### config.mk
export PLATFORM = sky130hd
export DESIGN_NAME = mac_core
export DESIGN_NICKNAME = d
export VERILOG_FILES = /design/src/rtl/mac_pkg.sv /design/src/rtl/mac_decode.sv /design/src/rtl/mac_iter_mul.sv /design/src/rtl/mac_core.sv
export SDC_FILE = /design/constraint.sdc
export NUM_CORES = 1
export LEC_CHECK = 0
export ABC_CLOCK_PERIOD_IN_PS = 7150
export BUFFER_PORTS_ARGS = -buffer_cell sky130_fd_sc_hd__buf_2
export CORE_MARGIN = 5
export CORE_UTILIZATION = 55
export DETAILED_ROUTE_END_ITERATION = 8
export PLACE_DENSITY_LB_ADDON = 0.3
export SYNTH_ARGS = -nofsm -noshare
export SYNTH_HDL_FRONTEND = slang
export SYNTH_SLANG_ARGS = --single-unit
### constraint.sdc
create_clock -name clk -period 7.15 [get_ports clk]
set_clock_uncertainty 0.05 [all_clocks]
set_input_delay 0.3575 -clock clk [delete_from_list [all_inputs] [get_ports clk]]
set_output_delay 0.3575 -clock clk [all_outputs]
set_load 0.02 [all_outputs]
### src/rtl/mac_pkg.sv
package mac_pkg;

    localparam int          OP_W       = 32;
    localparam logic [5:0]  FN_SIGNED  = 6'b011000;
    localparam logic [5:0]  FN_UNSIGN  = 6'b011001;

    typedef enum logic [2:0] {
        ST_IDLE,
        ST_MULT,
        ST_COMMIT,
        ST_DONE,
        ST_FAULT
    } mac_state_e;

    typedef struct packed {
        logic       legal;
        logic       is_signed;
        logic       negate;
        logic       accum;
        logic       sel_hi;
        logic [4:0] dest;
    } mac_op_t;

endpackage

### src/rtl/mac_decode.sv
module mac_decode
    import mac_pkg::*;
(
    input  logic [31:0] instr,
    output mac_op_t     op
);
    logic [5:0] opcode;
    logic [5:0] func;
    logic [4:0] sub;
    logic       fn_ok;
    logic       sub_ok;

    assign opcode = instr[31:26];
    assign func   = instr[5:0];
    assign sub    = instr[10:6];

    // bit 0 of the sub-op is a fixed marker, bit 4 is reserved zero
    assign fn_ok  = (func == FN_SIGNED) || (func == FN_UNSIGN);
    assign sub_ok = sub[0] && !sub[4];

    always_comb begin
        op           = '0;
        op.legal     = (opcode == 6'd0) && fn_ok && sub_ok;
        op.is_signed = (func == FN_SIGNED);
        op.negate    = sub[1];
        op.accum     = sub[2];
        op.sel_hi    = sub[3];
        op.dest      = instr[15:11];
    end

endmodule

### src/rtl/mac_iter_mul.sv
module mac_iter_mul #(
    parameter int OPW  = 32,
    parameter int STEP = 1
) (
    input  logic             clk,
    input  logic             rst_n,
    input  logic             load,
    input  logic             step,
    input  logic [OPW-1:0]   a_mag,
    input  logic [OPW-1:0]   b_mag,
    output logic [2*OPW-1:0] prod
);
    localparam int PW = 2 * OPW;

    logic [PW-1:0]  mcand_q;
    logic [PW-1:0]  prod_q;
    logic [OPW-1:0] mplier_q;
    logic [PW-1:0]  part;

    generate
        if (STEP == 1) begin : g_bit
            assign part = mplier_q[0] ? mcand_q : '0;
        end else begin : g_chunk
            assign part = mcand_q * PW'(mplier_q[STEP-1:0]);
        end
    endgenerate

    always_ff @(posedge clk or negedge rst_n) begin
        if (!rst_n) begin
            mcand_q  <= '0;
            mplier_q <= '0;
            prod_q   <= '0;
        end else if (load) begin
            mcand_q  <= PW'(a_mag);
            mplier_q <= b_mag;
            prod_q   <= '0;
        end else if (step) begin
            prod_q   <= prod_q + part;
            mcand_q  <= mcand_q << STEP;
            mplier_q <= mplier_q >> STEP;
        end
    end

    assign prod = prod_q;

endmodule

### src/rtl/mac_core.sv
module mac_core
    import mac_pkg::*;
#(
    parameter int XLEN     = 64,
    parameter int MUL_BITS = 1
) (
    input  logic            clk,
    input  logic            rst_n,
    input  logic            req_valid,
    output logic            req_ready,
    input  logic [31:0]     req_instr,
    input  logic [XLEN-1:0] rs_val,
    input  logic [XLEN-1:0] rt_val,
    output logic            done,
    output logic            rd_we,
    output logic [4:0]      rd_idx,
    output logic [XLEN-1:0] rd_data,
    output logic [OP_W-1:0] hi_q,
    output logic [OP_W-1:0] lo_q,
    output logic            illegal
);
    localparam int ACC_W  = 2 * OP_W;
    localparam int NSTEP  = OP_W / MUL_BITS;
    localparam int CNT_W  = (NSTEP > 1) ? $clog2(NSTEP) : 1;
    localparam logic [CNT_W-1:0] LAST = CNT_W'(NSTEP - 1);

    mac_state_e       state_q, state_d;
    mac_op_t          dec;
    mac_op_t          op_q;
    logic             flip_q;
    logic [CNT_W-1:0] cnt_q;
    logic             mul_load;
    logic             mul_step;
    logic             commit;
    logic [OP_W-1:0]  a_lo, b_lo, a_mag, b_mag;
    logic [ACC_W-1:0] prod;
    logic [ACC_W-1:0] term;
    logic [ACC_W-1:0] base;
    logic [ACC_W-1:0] acc_new;
    logic [OP_W-1:0]  half;
    logic [XLEN-1:0]  rd_data_q;
    logic             unused_bits;

    assign a_lo = rs_val[OP_W-1:0];
    assign b_lo = rt_val[OP_W-1:0];
    assign unused_bits = ^{rs_val[XLEN-1:OP_W], rt_val[XLEN-1:OP_W], req_instr[25:16]};

    mac_decode u_dec (
        .instr (req_instr),
        .op    (dec)
    );

    // signed forms multiply magnitudes; the sign is restored at commit
    assign a_mag = (dec.is_signed && a_lo[OP_W-1]) ? (~a_lo + 1'b1) : a_lo;
    assign b_mag = (dec.is_signed && b_lo[OP_W-1]) ? (~b_lo + 1'b1) : b_lo;

    mac_iter_mul #(.OPW(OP_W), .STEP(MUL_BITS)) u_mul (
        .clk   (clk),
        .rst_n (rst_n),
        .load  (mul_load),
        .step  (mul_step),
        .a_mag (a_mag),
        .b_mag (b_mag),
        .prod  (prod)
    );

    // state register
    always_ff @(posedge clk or negedge rst_n) begin
        if (!rst_n) state_q <= ST_IDLE;
        else        state_q <= state_d;
    end

    // next state
    always_comb begin
        state_d = state_q;
        unique case (state_q)
            ST_IDLE:   if (req_valid) state_d = dec.legal ? ST_MULT : ST_FAULT;
            ST_MULT:   if (cnt_q == LAST) state_d = ST_COMMIT;
            ST_COMMIT: state_d = ST_DONE;
            ST_DONE:   state_d = ST_IDLE;
            ST_FAULT:  state_d = ST_IDLE;
            default:   state_d = ST_IDLE;
        endcase
    end

    // outputs and datapath controls
    always_comb begin
        req_ready = 1'b0;
        done      = 1'b0;
        illegal   = 1'b0;
        mul_load  = 1'b0;
        mul_step  = 1'b0;
        commit    = 1'b0;
        unique case (state_q)
            ST_IDLE: begin
                req_ready = 1'b1;
                mul_load  = req_valid && dec.legal;
            end
            ST_MULT:   mul_step = 1'b1;
            ST_COMMIT: commit   = 1'b1;
            ST_DONE:   done     = 1'b1;
            ST_FAULT:  illegal  = 1'b1;
            default: ;
        endcase
    end

    assign rd_we   = done && (op_q.dest != 5'd0);
    assign rd_idx  = op_q.dest;
    assign rd_data = rd_data_q;

    // step counter and captured operation
    always_ff @(posedge clk or negedge rst_n) begin
        if (!rst_n) begin
            cnt_q  <= '0;
            op_q   <= '0;
            flip_q <= 1'b0;
        end else if (mul_load) begin
            cnt_q  <= '0;
            op_q   <= dec;
            flip_q <= dec.is_signed && (a_lo[OP_W-1] ^ b_lo[OP_W-1]);
        end else if (mul_step) begin
            cnt_q  <= cnt_q + 1'b1;
        end
    end

    // accumulator update
    assign term    = (flip_q ^ op_q.negate) ? (~prod + 1'b1) : prod;
    assign base    = op_q.accum ? {hi_q, lo_q} : '0;
    assign acc_new = base + term;
    assign half    = op_q.sel_hi ? acc_new[ACC_W-1:OP_W] : acc_new[OP_W-1:0];

    always_ff @(posedge clk or negedge rst_n) begin
        if (!rst_n) begin
            hi_q      <= '0;
            lo_q      <= '0;
            rd_data_q <= '0;
        end else if (commit) begin
            hi_q      <= acc_new[ACC_W-1:OP_W];
            lo_q      <= acc_new[OP_W-1:0];
            rd_data_q <= {{(XLEN-OP_W){half[OP_W-1]}}, half};
        end
    end

endmodule

# Word-level counts from Yosys, hierarchy flattened
# Cells that the tools add are included.
[word_totals] regBits=273 inputBits=163 out_inout_bits=137 elab_cells=72
[op_classes] add_sub_neg=6 eq_ne=9 muxes=24 bitwise=5 reduce_logical=15
[op_table] op="2-to-1 mux 64 bit" n=7
[op_table] op="2-to-1 mux 32 bit" n=5
[op_table] op="adder 64 bit" n=2
[op_table] op="adder 32 x 1 -> 32 bit, second input constant" n=2
[op_table] op="adder 64 x 1 -> 64 bit, second input constant" n=1
[op_table] op="NOT 32 bit" n=2
[op_table] op="NOT 64 bit" n=1
[op_table] op="equality test 6 x 5 -> 1 bit, second input constant" n=2
[op_table] op="2-to-1 mux 5 bit" n=2
[op_table] op="2-to-1 mux 3 bit" n=3
[op_table] op="case mux 3 bit (3 select lines)" n=1
[op_table] op="logical AND 1 bit" n=8
[op_table] op="equality test 3 x 2 -> 1 bit, second input constant" n=2
[op_table] op="logical NOT 6 bit" n=1
[op_table] op="2-to-1 mux 1 bit" n=6
[op_table] op="adder 5 x 1 -> 5 bit, second input constant" n=1
[op_table] op="equality test 5 bit, second input constant" n=1
[op_table] op="nonzero test 5 bit" n=1
[op_table] op="inequality test 2 bit, second input constant" n=2
[op_table] op="equality test 3 x 1 -> 1 bit, second input constant" n=1
[op_table] op="equality test 3 bit, second input constant" n=1
[op_table] op="logical NOT 3 bit" n=1
[op_table] op="AND reduction 2 bit" n=1
[op_table] op="nonzero test 2 bit" n=1
[op_table] op="3 further kinds" n=4

# Logic depth before layout (Yosys ltp)
# Gate-level depths: netlist of run 1.
[logic_depth] depth_word=7 depth_mapped=24

# Hierarchy
# A second synthesis of run 1 with hierarchy kept.
[unflattened] hier_cells=2830 area_unflattened_um2=22825.6
[by_module_without_submodules] module="mac_core" instances=1 cells_each=1610 area_each_um2=11969.0 seq_area_each_um2=2827.7
[by_module_without_submodules] module="mac_iter_mul" instances=1 cells_each=1207 area_each_um2=10750.3 seq_area_each_um2=4003.8
[by_module_without_submodules] module="mac_decode" instances=1 cells_each=13 area_each_um2=106.4 seq_area_each_um2=0.0

# Worst setup path before layout of run 1
# OpenSTA, ideal clock, no wires.
[synth_path] path_kind="flip-flop to flip-flop" startpoint="register u_mul.prod_q[1] (netlist: u_mul.prod[1])" endpoint="register rd_data_q[29] (netlist: rd_data[29])" setup_time_ns=0.131 t_arrival_ns=4.927 required_ns=6.969 path_slack_ns=2.042 stages_incl_launch_ff=22 path_buffers=1 path_cell_list="dfrtp_1 inv_1 ha_1 or4b_1 nor3_2 and3_1 nand3b_1 nand2b_1 nor3_1 nor2_1 xor2_1 ha_1 clkbuf_1 nand2_1 nor4_1 nand4_1 or4_1 a21oi_1 nor3_1 o41ai_2 o21ai_1 or3_1"
[synth_via] elab_chain_cells=5
[synth_rtl] element="from (decl)" line_no="mac_iter_mul.sv:16" rtl="logic [PW-1:0] prod_q;"
[synth_rtl] element="from (signal assigned)" line_no="mac_iter_mul.sv:38" rtl="prod_q <= prod_q + part;"
[synth_rtl] element="NOT 64 bit" line_no="mac_core.sv:127" rtl="assign term = (flip_q ^ op_q.negate) ? (~prod + 1'b1) : prod;"
[synth_rtl] element="adder 64 x 1 -> 64 bit" line_no="mac_core.sv:127"
[synth_rtl] element="2-to-1 mux 64 bit *" line_no="mac_core.sv:127"
[synth_rtl] element="adder 64 bit *" line_no="mac_core.sv:129" rtl="assign acc_new = base + term;"
[synth_rtl] element="2-to-1 mux 32 bit *" line_no="mac_core.sv:130" rtl="assign half = op_q.sel_hi ? acc_new[ACC_W-1:OP_W] : acc_new[OP_W-1:0];"
[synth_rtl] element="to (signal assigned)" line_no="mac_core.sv:140" rtl="rd_data_q <= {{(XLEN-OP_W){half[OP_W-1]}}, half};"
[synth_rtl] element="to (decl)" line_no="mac_core.sv:41" rtl="logic [XLEN-1:0] rd_data_q;"
# Mark *: on every way between the ends. The rest lies on a longest branch, timed or not.
# A chain may end at the register's enable or synchronous reset.

# Worst setup path in the final report of run 1
# Ends and elaborated chain as after synthesis.

==> results of run 1 <==
routing by layer:
metal	track usage, %	vias to the layer above
met5	0	-
met4	9.23	0
met3	3.43	102
met2	45.3	701
met1	42.0	9846
li1	-	10100
area by class of cell:
class / instances / area [sq um]
clock buffers: 43 / 881
clock inverters: 15 / 194
fillers: 3626 / 15400
inverters: 58 / 218
multi-input cells: 2238 / 14300
flip-flops and latches: 273 / 6830
well taps: 525 / 657
repair buffers: 256 / 1390
power by group:
part / switching [W] / internal [W] / total (W)
registers: 0.000607 / 0.00204 / 0.00265
clock network: 0.000681 / 0.00100 / 0.00169
logic: 0.00192 / 0.00106 / 0.00298
total: 0.00321 / 0.00410 / 0.00731
logic make-up after synthesis:
kind of cell / after synthesis / share of synthesized area, %
adder cells (fa/ha/maj): 133 / 7.58
buffers and inverters: 259 / 5.02
AO/OA/AOI/OAI: 881 / 24.6
XOR/XNOR: 243 / 9.65
multiplexers: 20 / 0.938
AND/OR/NAND/NOR: 961 / 21.4
flip-flops: 273 / 30.9
cells in the final DEF (no fill, tap or decap), types with 21 or more instances in the layout:
cell,instances
o21ai_0,307
and2_1,135
clkbuf_16,31
buf_2,224
nand2_1,387
dfrtp_1,273
o21a_1,23
nand2b_1,21
o31ai_1,29
a31oi_1,26
xnor2_1,125
nor3_1,42
or3_1,21
o21bai_1,32
nand3_1,64
a21oi_1,194
buf_4,22
ha_1,131
nor2_1,137
inv_1,57
xor2_1,115
a21o_1,75
nand4_1,48
a22oi_1,60
flip-flops by register name (all words and copies together) (netlist names), 5 cells and up:
name and count:
cnt_q 5, hi_q 32, lo_q 32, rd_data 32
rd_idx 5, u_mul.mcand_q 64, u_mul.mplier_q 32, u_mul.prod 64
worst max-delay path by stage:
| stage | to | cells past startpoint | slack, ns | startpoint |
|---|---|---|---|---|
| final | rd_data[29] | 22 | 1.08 | u_mul.prod[1] |
| after global routing | rd_data[29] | 21 | 0.65 | u_mul.prod[1] |
| after detailed placement | rd_data[29] | 22 | 1.05 | u_mul.prod[1] |
| after floorplan | rd_data[29] | 21 | 2.04 | u_mul.prod[1] |
| after global placement | rd_data[29] | 22 | 1.16 | u_mul.prod[1] |
| after CTS | rd_data[29] | 22 | 1.07 | u_mul.prod[1] |
metrics by stage:
stage / total power (W) / utilization (%)
floorplan: 0.00452 / -
global placement: 0.00549 / 58.4
detailed placement: 0.00559 / 58.4
CTS: 0.00730 / 61.3
global route: 0.00777 / 61.3
finish: 0.00731 / 61.3
worst min-delay path: stages:
cell and delay (ns):
buf_2 0.10, xnor2_1 0.10, o21ai_0 0.06
==> summary.txt, run 1 <==
Routing
  – Routed WL: roughly 66000 um
  – Vias: slightly above 20000
  – Post-route ant nets: 0
  – Met3 wire length: approximately 4300 um
  – Routed len/inst: 19.5 um
  – Initial DRC Count: 1743
  – Routed wl met2: 29400 um
  – Routed length on met1: 30400 um
  – Vias/cell: 6.08
  – First-pass DRT Iterations: 8
  – Top Metal Used: met4
  – # DRC: 0

Worst setup path
  – Arrival time at the worst endpoint: 6.47 ns
  – Buf/Inv on CP: 2
  – Critical path class: reg2reg
  – Crit end category: flip-flop
  – R2r endpoint: rd_data[29]
  – Path depth of the worst reg2reg path: 22
  – CP max-delay cell: or4b_1
  – Cell Chain, Critical Path: inv_1 -> ha_1 -> or4b_1 -> nor3_2 -> and3_1 -> nand3b_1 -> nand2b_1 -> nor3_1 -> nand2_1 -> nand2_1 -> xnor2_1 -> ha_1 -> nand2_1 -> nor4_1 -> nand4_1 -> or4_1 -> a21oi_1 -> nor3_1 -> buf_4 -> o41ai_2 -> o21ai_1 -> or3_1
  – Crit-path leading delay family: simple AND/OR/NAND/NOR gates
  – Worst EP required: 7.56 ns
  – CP dominant cell by count: nand2_1
  – Worst reg2reg startpoint: u_mul.prod[1]
  – Max FO, Critical Path: 7
  – Worst R2R Setup Slack: 1.08 ns
  – Type of origin of the critical path: flip-flop
  – Critical Path Max Stage Delay: around 0.49 ns

Synth
  – Fraction of registers with async set or reset after synthesis: 100%
  – Syn_nets: 3066
  – Syn Std Cell Area: roughly 0.022 sq mm
  – Syn Inst Count: 2770
  – Count leader, synth: nand2_1
  – Number of flops mapped to enable cells by yosys: 0
  – Commonest cells post-synth: nand2_1 (387), o21ai_0 (307), dfrtp_1 (273), a21oi_1 (194), clkbuf_1 (157)
  – Ranking of synthesized cells by area: dfrtp_1 (31%), ha_1 (7.4%), o21ai_0 (6.9%)
  – Seq/Total Area, Yosys: 30.9%
  – Post-synth top area cell: dfrtp_1
  – Mean Syn Cell Area: ~8.0 sq um
  – Post-synth top flop: dfrtp_1
  – Post-synth top area share: 30.9%
  – #FFs+latches synth: 273
  – Unique masters post-synth: 86
  – Synth warn: 0

Clock network
  – Post_cts resized: 0
  – Num CTS Buffers: 31
  – Clock Tree Root: clkbuf_16
  – CTS max path bufs: 3
  – Hold_buf cts: 9
  – CTS clk-pin slew, worst paths: 0.06 ns
  – Clock sinks: between 200 and 300
  – Postcts setup bufs: 0
  – CTS tree: done
  – Clock Latency Late Sink: 0.58 ns
  – H-tree levels: 1

STA
  – Worst slew pin tran: about 1 ns
  – Max Freq: between 150 and 200 MHz
  – PnR worst setup slack: 1.08 ns
  – Slew HR: ~33%
  – RSZ-0062 raised after global routing: no
  – Final Setup Violations: 0
  – Hold Worst Slack: 0.0260 ns
  – Final setup TNS: 0 ns
  – Period Utilization, post-route: 84.8%
  – Clock period minus final worst setup slack: 6.07 ns
  – Final Hold Fails: 0
  – Slew Limit Fails: 0

Final layout
  – Non-filler cells, final: 3408
  – Area grow syn2layout: 10.3%
  – Design area: 0.0244 sq mm
  – Layout cells sized above 1: 12.0%
  – Number of diodes: 0
  – Nets: 3154

Flow run
  – Max Cap Violations: 0

Min path
  – HP Start: rs_val[6]
  – Hold Path Stages: 3
  – Worst Hold Path EP: u_mul.mcand_q[6]
  – Hold Crit Class: in2reg

Floorplan
  – Die height: 211 um
  – Die ar.: 0.0444 sq mm
  – Starting Density: 55.6%
  – Rows: 73
  – Die X: 211 um
  – Area of the core: 0.0398 sq mm
  – Number of I/O pins: 300

GRT
  – Initial antenna violation count: 0
  – Global route overflow: 0
  – Total GRT Usage: 28.9%
  – Vias in the first global route: 19700
  – First-pass GRT wire length: approximately 110000 um
  – Largest net degree at the start of global routing: between 100 and 150

Place
  – Placed cell count: around 3300
  – Post-DP HPWL: 51000 um
  – Post-place instance area: 0.0233 sq mm
  – RePlAce Congestion: just under 1
  – Port buffer count: 225
  – Post-place setup slack: 1.05 ns

Power and ir drop
  – Max VDD drop: about 200 uV
  – Leakage: about 11 nW
  – PD cells: 299 mW/mm^2

Status
  – Status: completed
Note: power is estimated with default switching activity, not from simulation.
==> inputs of run 2 (changes only) <==
--- a/config.mk
+++ b/config.mk
@@ -5,7 +5,8 @@
 export SDC_FILE = /design/constraint.sdc
 export NUM_CORES = 1
 export LEC_CHECK = 0
-export ABC_CLOCK_PERIOD_IN_PS = 7150
+export ABC_AREA = 1
+export ABC_CLOCK_PERIOD_IN_PS = 5400
 export BUFFER_PORTS_ARGS = -buffer_cell sky130_fd_sc_hd__buf_2
 export CORE_MARGIN = 5
 export CORE_UTILIZATION = 55
==> constraint.sdc (replaced) <==
create_clock -name clk -period 5.4 [get_ports clk]
set_clock_uncertainty 0.05 [all_clocks]
set_input_delay 0.27 -clock clk [delete_from_list [all_inputs] [get_ports clk]]
set_output_delay 0.27 -clock clk [all_outputs]
set_load 0.02 [all_outputs]
==> summary.txt, run 2 <==
GRT
  – First-pass GRT wire length: 143000 um
  – Vias in the first global route: 27400
  – Initial antenna violation count: 0
  – Total GRT Usage: between 30% and 40%
  – Global route overflow: 0
  – Largest net degree at the start of global routing: approximately 140

Clock network
  – Clock Latency Late Sink: 0.56 ns
  – Clock Tree Root: clkbuf_16
  – Num CTS Buffers: 34
  – H-tree levels: 2
  – Clock sinks: 273
  – Postcts setup bufs: 0
  – CTS max path bufs: 3
  – CTS clk-pin slew, worst paths: 0.06 ns
  – CTS tree: done

Power and ir drop
  – PD cells: 387 mW/mm^2
  – Switching Share: 48.9%
  – P_sw: ~0.0056 W
  – Cell internal pwr: 0.00588 W
  – Reg power frac: slightly above 30%
  – Clock Power Share: about 21%
  – Max VDD drop: 257 uV
  – Leakage: between 15 and 20 nW
  – Combinational Power Share: between 40% and 50%

Final layout
  – Commonest cells after routing, fill and taps aside: nand2_1 (1771), inv_1 (859), nor2_1 (457), nand3_1 (318), dfrtp_1 (271)
  – Number of diodes: 0
  – Sequential standard cell area: 0.00683 sq mm
  – Area grow syn2layout: 10.3%
  – Multi-input gate area: 0.0162 sq mm
  – Non-filler cells, final: 5541
  – Commonest non-fill, non-tap cell in the layout: nand2_1
  – Nets: just over 5000
  – Layout cells sized above 1: 7.32%
  – # fillers: 5069

Routing
  – Initial DRC Count: between 2000 and 2500
  – # DRC: 0
  – First-pass DRT Iterations: 6
  – Routed WL: a little over 90000 um
  – Vias: 29200
  – Routed len/inst: 16.5 um
  – Post-route ant nets: 0
  – Vias/cell: 5.27

Synth
  – #FFs+latches synth: 273
  – Ranking of synthesized cells by area: dfrtp_1 (25%), nand2_1 (25%), inv_1 (12%)
  – Syn Std Cell Area: 0.0270 sq mm
  – Post-synth top flop: dfrtp_1
  – Syn_nets: 4984
  – Mean Syn Cell Area: around 5.8 sq um
  – Syn Inst Count: around 4700
  – Number of flops mapped to enable cells by yosys: 0
  – Commonest cells post-synth: nand2_1 (1771), inv_1 (859), nor2_1 (457), nand3_1 (318), dfrtp_1 (273)
  – Synth warn: 0
  – Unique masters post-synth: about 50
  – Post-synth top area share: 25.3%
  – Post-synth top area cell: dfrtp_1
  – Fraction of registers with async set or reset after synthesis: 100%
  – Count leader, synth: nand2_1
  – Seq/Total Area, Yosys: 25.3%

Place
  – Port buffer count: 225
  – Post-DP HPWL: 74000 um
  – RePlAce Congestion: ~1.0
  – Placed cell count: 5461

STA
  – RSZ-0062 raised after global routing: no
  – Final setup TNS: 0 ns
  – Slew Limit Fails: 0
  – Worst slew pin tran: 1.04 ns
  – Final Setup Violations: 0
  – Max Freq: between 200 and 250 MHz
  – Slew HR: 30.3%
  – Final Hold Fails: 0
  – Clock period minus final worst setup slack: roughly 4.7 ns
  – Period Utilization, post-route: 86.2%

Min path
  – Hold Crit Class: in2reg

Floorplan
  – Die ar.: 0.0535 sq mm
  – Die X: 231 um
  – Die height: approximately 230 um
  – Area of the core: 0.0487 sq mm
  – Number of I/O pins: 300
  – Rows: 81
  – Starting Density: 55.3%

Worst setup path
  – Crit-path leading delay family: simple AND/OR/NAND/NOR gates
  – CP max-delay cell: dfrtp_1
  – Crit end category: flip-flop
  – Critical path class: reg2reg
  – Type of origin of the critical path: flip-flop
  – Worst EP required: 5.78 ns
  – CP dominant cell by count: nand2_1
  – Arrival time at the worst endpoint: slightly above 5 ns
  – Buf/Inv on CP: 3
  – Critical Path Max Stage Delay: 0.41 ns
  – Cell Chain, Critical Path: inv_1 -> ha_1 -> inv_1 -> nor3_2 -> nand2_1 -> nor2_1 -> nand4_1 -> nor2_2 -> a21oi_1 -> xor2_1 -> ha_1 -> nand2_1 -> nor2_1 -> inv_1 -> nor3_1 -> nand3_1 -> nand2_1 -> nand2_1 -> nand3_1 -> nand3_1 -> nand2_1 -> nand2_1
  – Max FO, Critical Path: 5

Status
  – Status: completed

Flow run
  – Max Cap Violations: 0
[run 2: changes by cell type after synthesis, moves of 133 or more]
cell | previous run | this run
o21ai_0 | 307 | 159
nand3_1 | 65 | 318
nand2_1 | 387 | 1771
and2_1 | 135 | 2
nor2_1 | 139 | 457
inv_1 | 57 | 859
[run 2: area by class of cell]
| type | count | area share, % |
|---|---|---|
| Timing Repair Buffer | 267 | 5.16 |
| Sequential cell | 273 | 23.0 |
| Multi-Input combinational cell | 3411 | 54.4 |
| Inverter | 869 | 11.0 |
| Tap cell | 664 | 2.79 |
| Clock inverter | 11 | 0.471 |
| Clock buffer | 46 | 3.28 |
[run 2: kinds of logic after synthesis]
kind of cell               Yosys count  synth area share, %
AOI/OAI and AO/OA                  461                 9.49
xor gates and xnor gates           107                 3.48
adders and majority gates          133                 6.23
buffers and inverters             1004                 14.7
DFF                                273                 25.3
and+or+nand+nor                   2710                 40.7
[run 2: worst paths after layout]
| check | cells past startpoint | to | startpoint | slack, ns |
|---|---|---|---|---|
| worst min register to register | 2 | rd_data[22] | rd_data[22] | 0.42 |
| max in group asynchronous | 3 | hi_q[21] | rst_n | 3.80 |
| worst max register to register | 22 | rd_data[9] | u_mul.prod[1] | 0.74 |
| min in group asynchronous | 2 | lo_q[4] | rst_n | 0.22 |
| worst min-delay path | 4 | u_mul.mcand_q[29] | rs_val[29] | 0.02 |
| worst max-delay path | 22 | rd_data[9] | u_mul.prod[1] | 0.74 |
[run 2: worst register-to-register path, cell delays in order (launching register included)]
cell and delay (ns):
dfrtp_1 0.41, inv_1 0.21, ha_1 0.25, inv_1 0.07, nor3_2 0.26, nand2_1 0.16, nor2_1 0.12, nand4_1 0.19
nor2_2 0.30, a21oi_1 0.12, xor2_1 0.19, ha_1 0.37, nand2_1 0.11, nor2_1 0.15, inv_1 0.08, nor3_1 0.37
nand3_1 0.19, nand2_1 0.23, nand2_1 0.10, nand3_1 0.12, nand3_1 0.26, nand2_1 0.16, nand2_1 0.07
[run 2: power groups by stage]
stage / Clock [W] / Combinational [W] / Sequential [W]
floorplan: 0 / 0.00366 / 0.00365
global placement: 0 / 0.00548 / 0.00350
detailed placement: 0 / 0.00556 / 0.00351
CTS: 0.00239 / 0.00559 / 0.00349
global route: 0.00246 / 0.00620 / 0.00361
finish: 0.00235 / 0.00562 / 0.00353
[run 2: layer usage]
metal  track usage (%)  share of wire [%]  up-vias
met2              56.3                 46      912
met3              2.96                5.9      192
met1              43.5                 42    13300
li1                  -                  -    14800
met4              16.4                5.9        0
met5                 0                  0        -
[run 2: timing repair]
action / 4_1_cts / 5_1_grt
hold buffers: 23 / 0
gates resized for setup: 0 / 0
setup endpoints to repair: 0 / 0
hold endpoints to repair: 98 / 0
[run 2: through the flow]
stage / utilization (%) / total power [W] / instance area, sq um / hold WS (ns) / worst slack, ns
detailed placement: 58.3 / 0.00907 / 28400 / 0.246 / 0.954
floorplan: - / 0.00731 / 27000 / -0.0756 / 2.11
CTS: 61.0 / 0.0115 / 29700 / 0.00459 / 0.877
global route: 61.0 / 0.0123 / 29700 / 0.0157 / 0.413
finish: 61.0 / 0.0115 / 29700 / 0.0191 / 0.745
global placement: 58.3 / 0.00898 / 28400 / 0.241 / 1.08
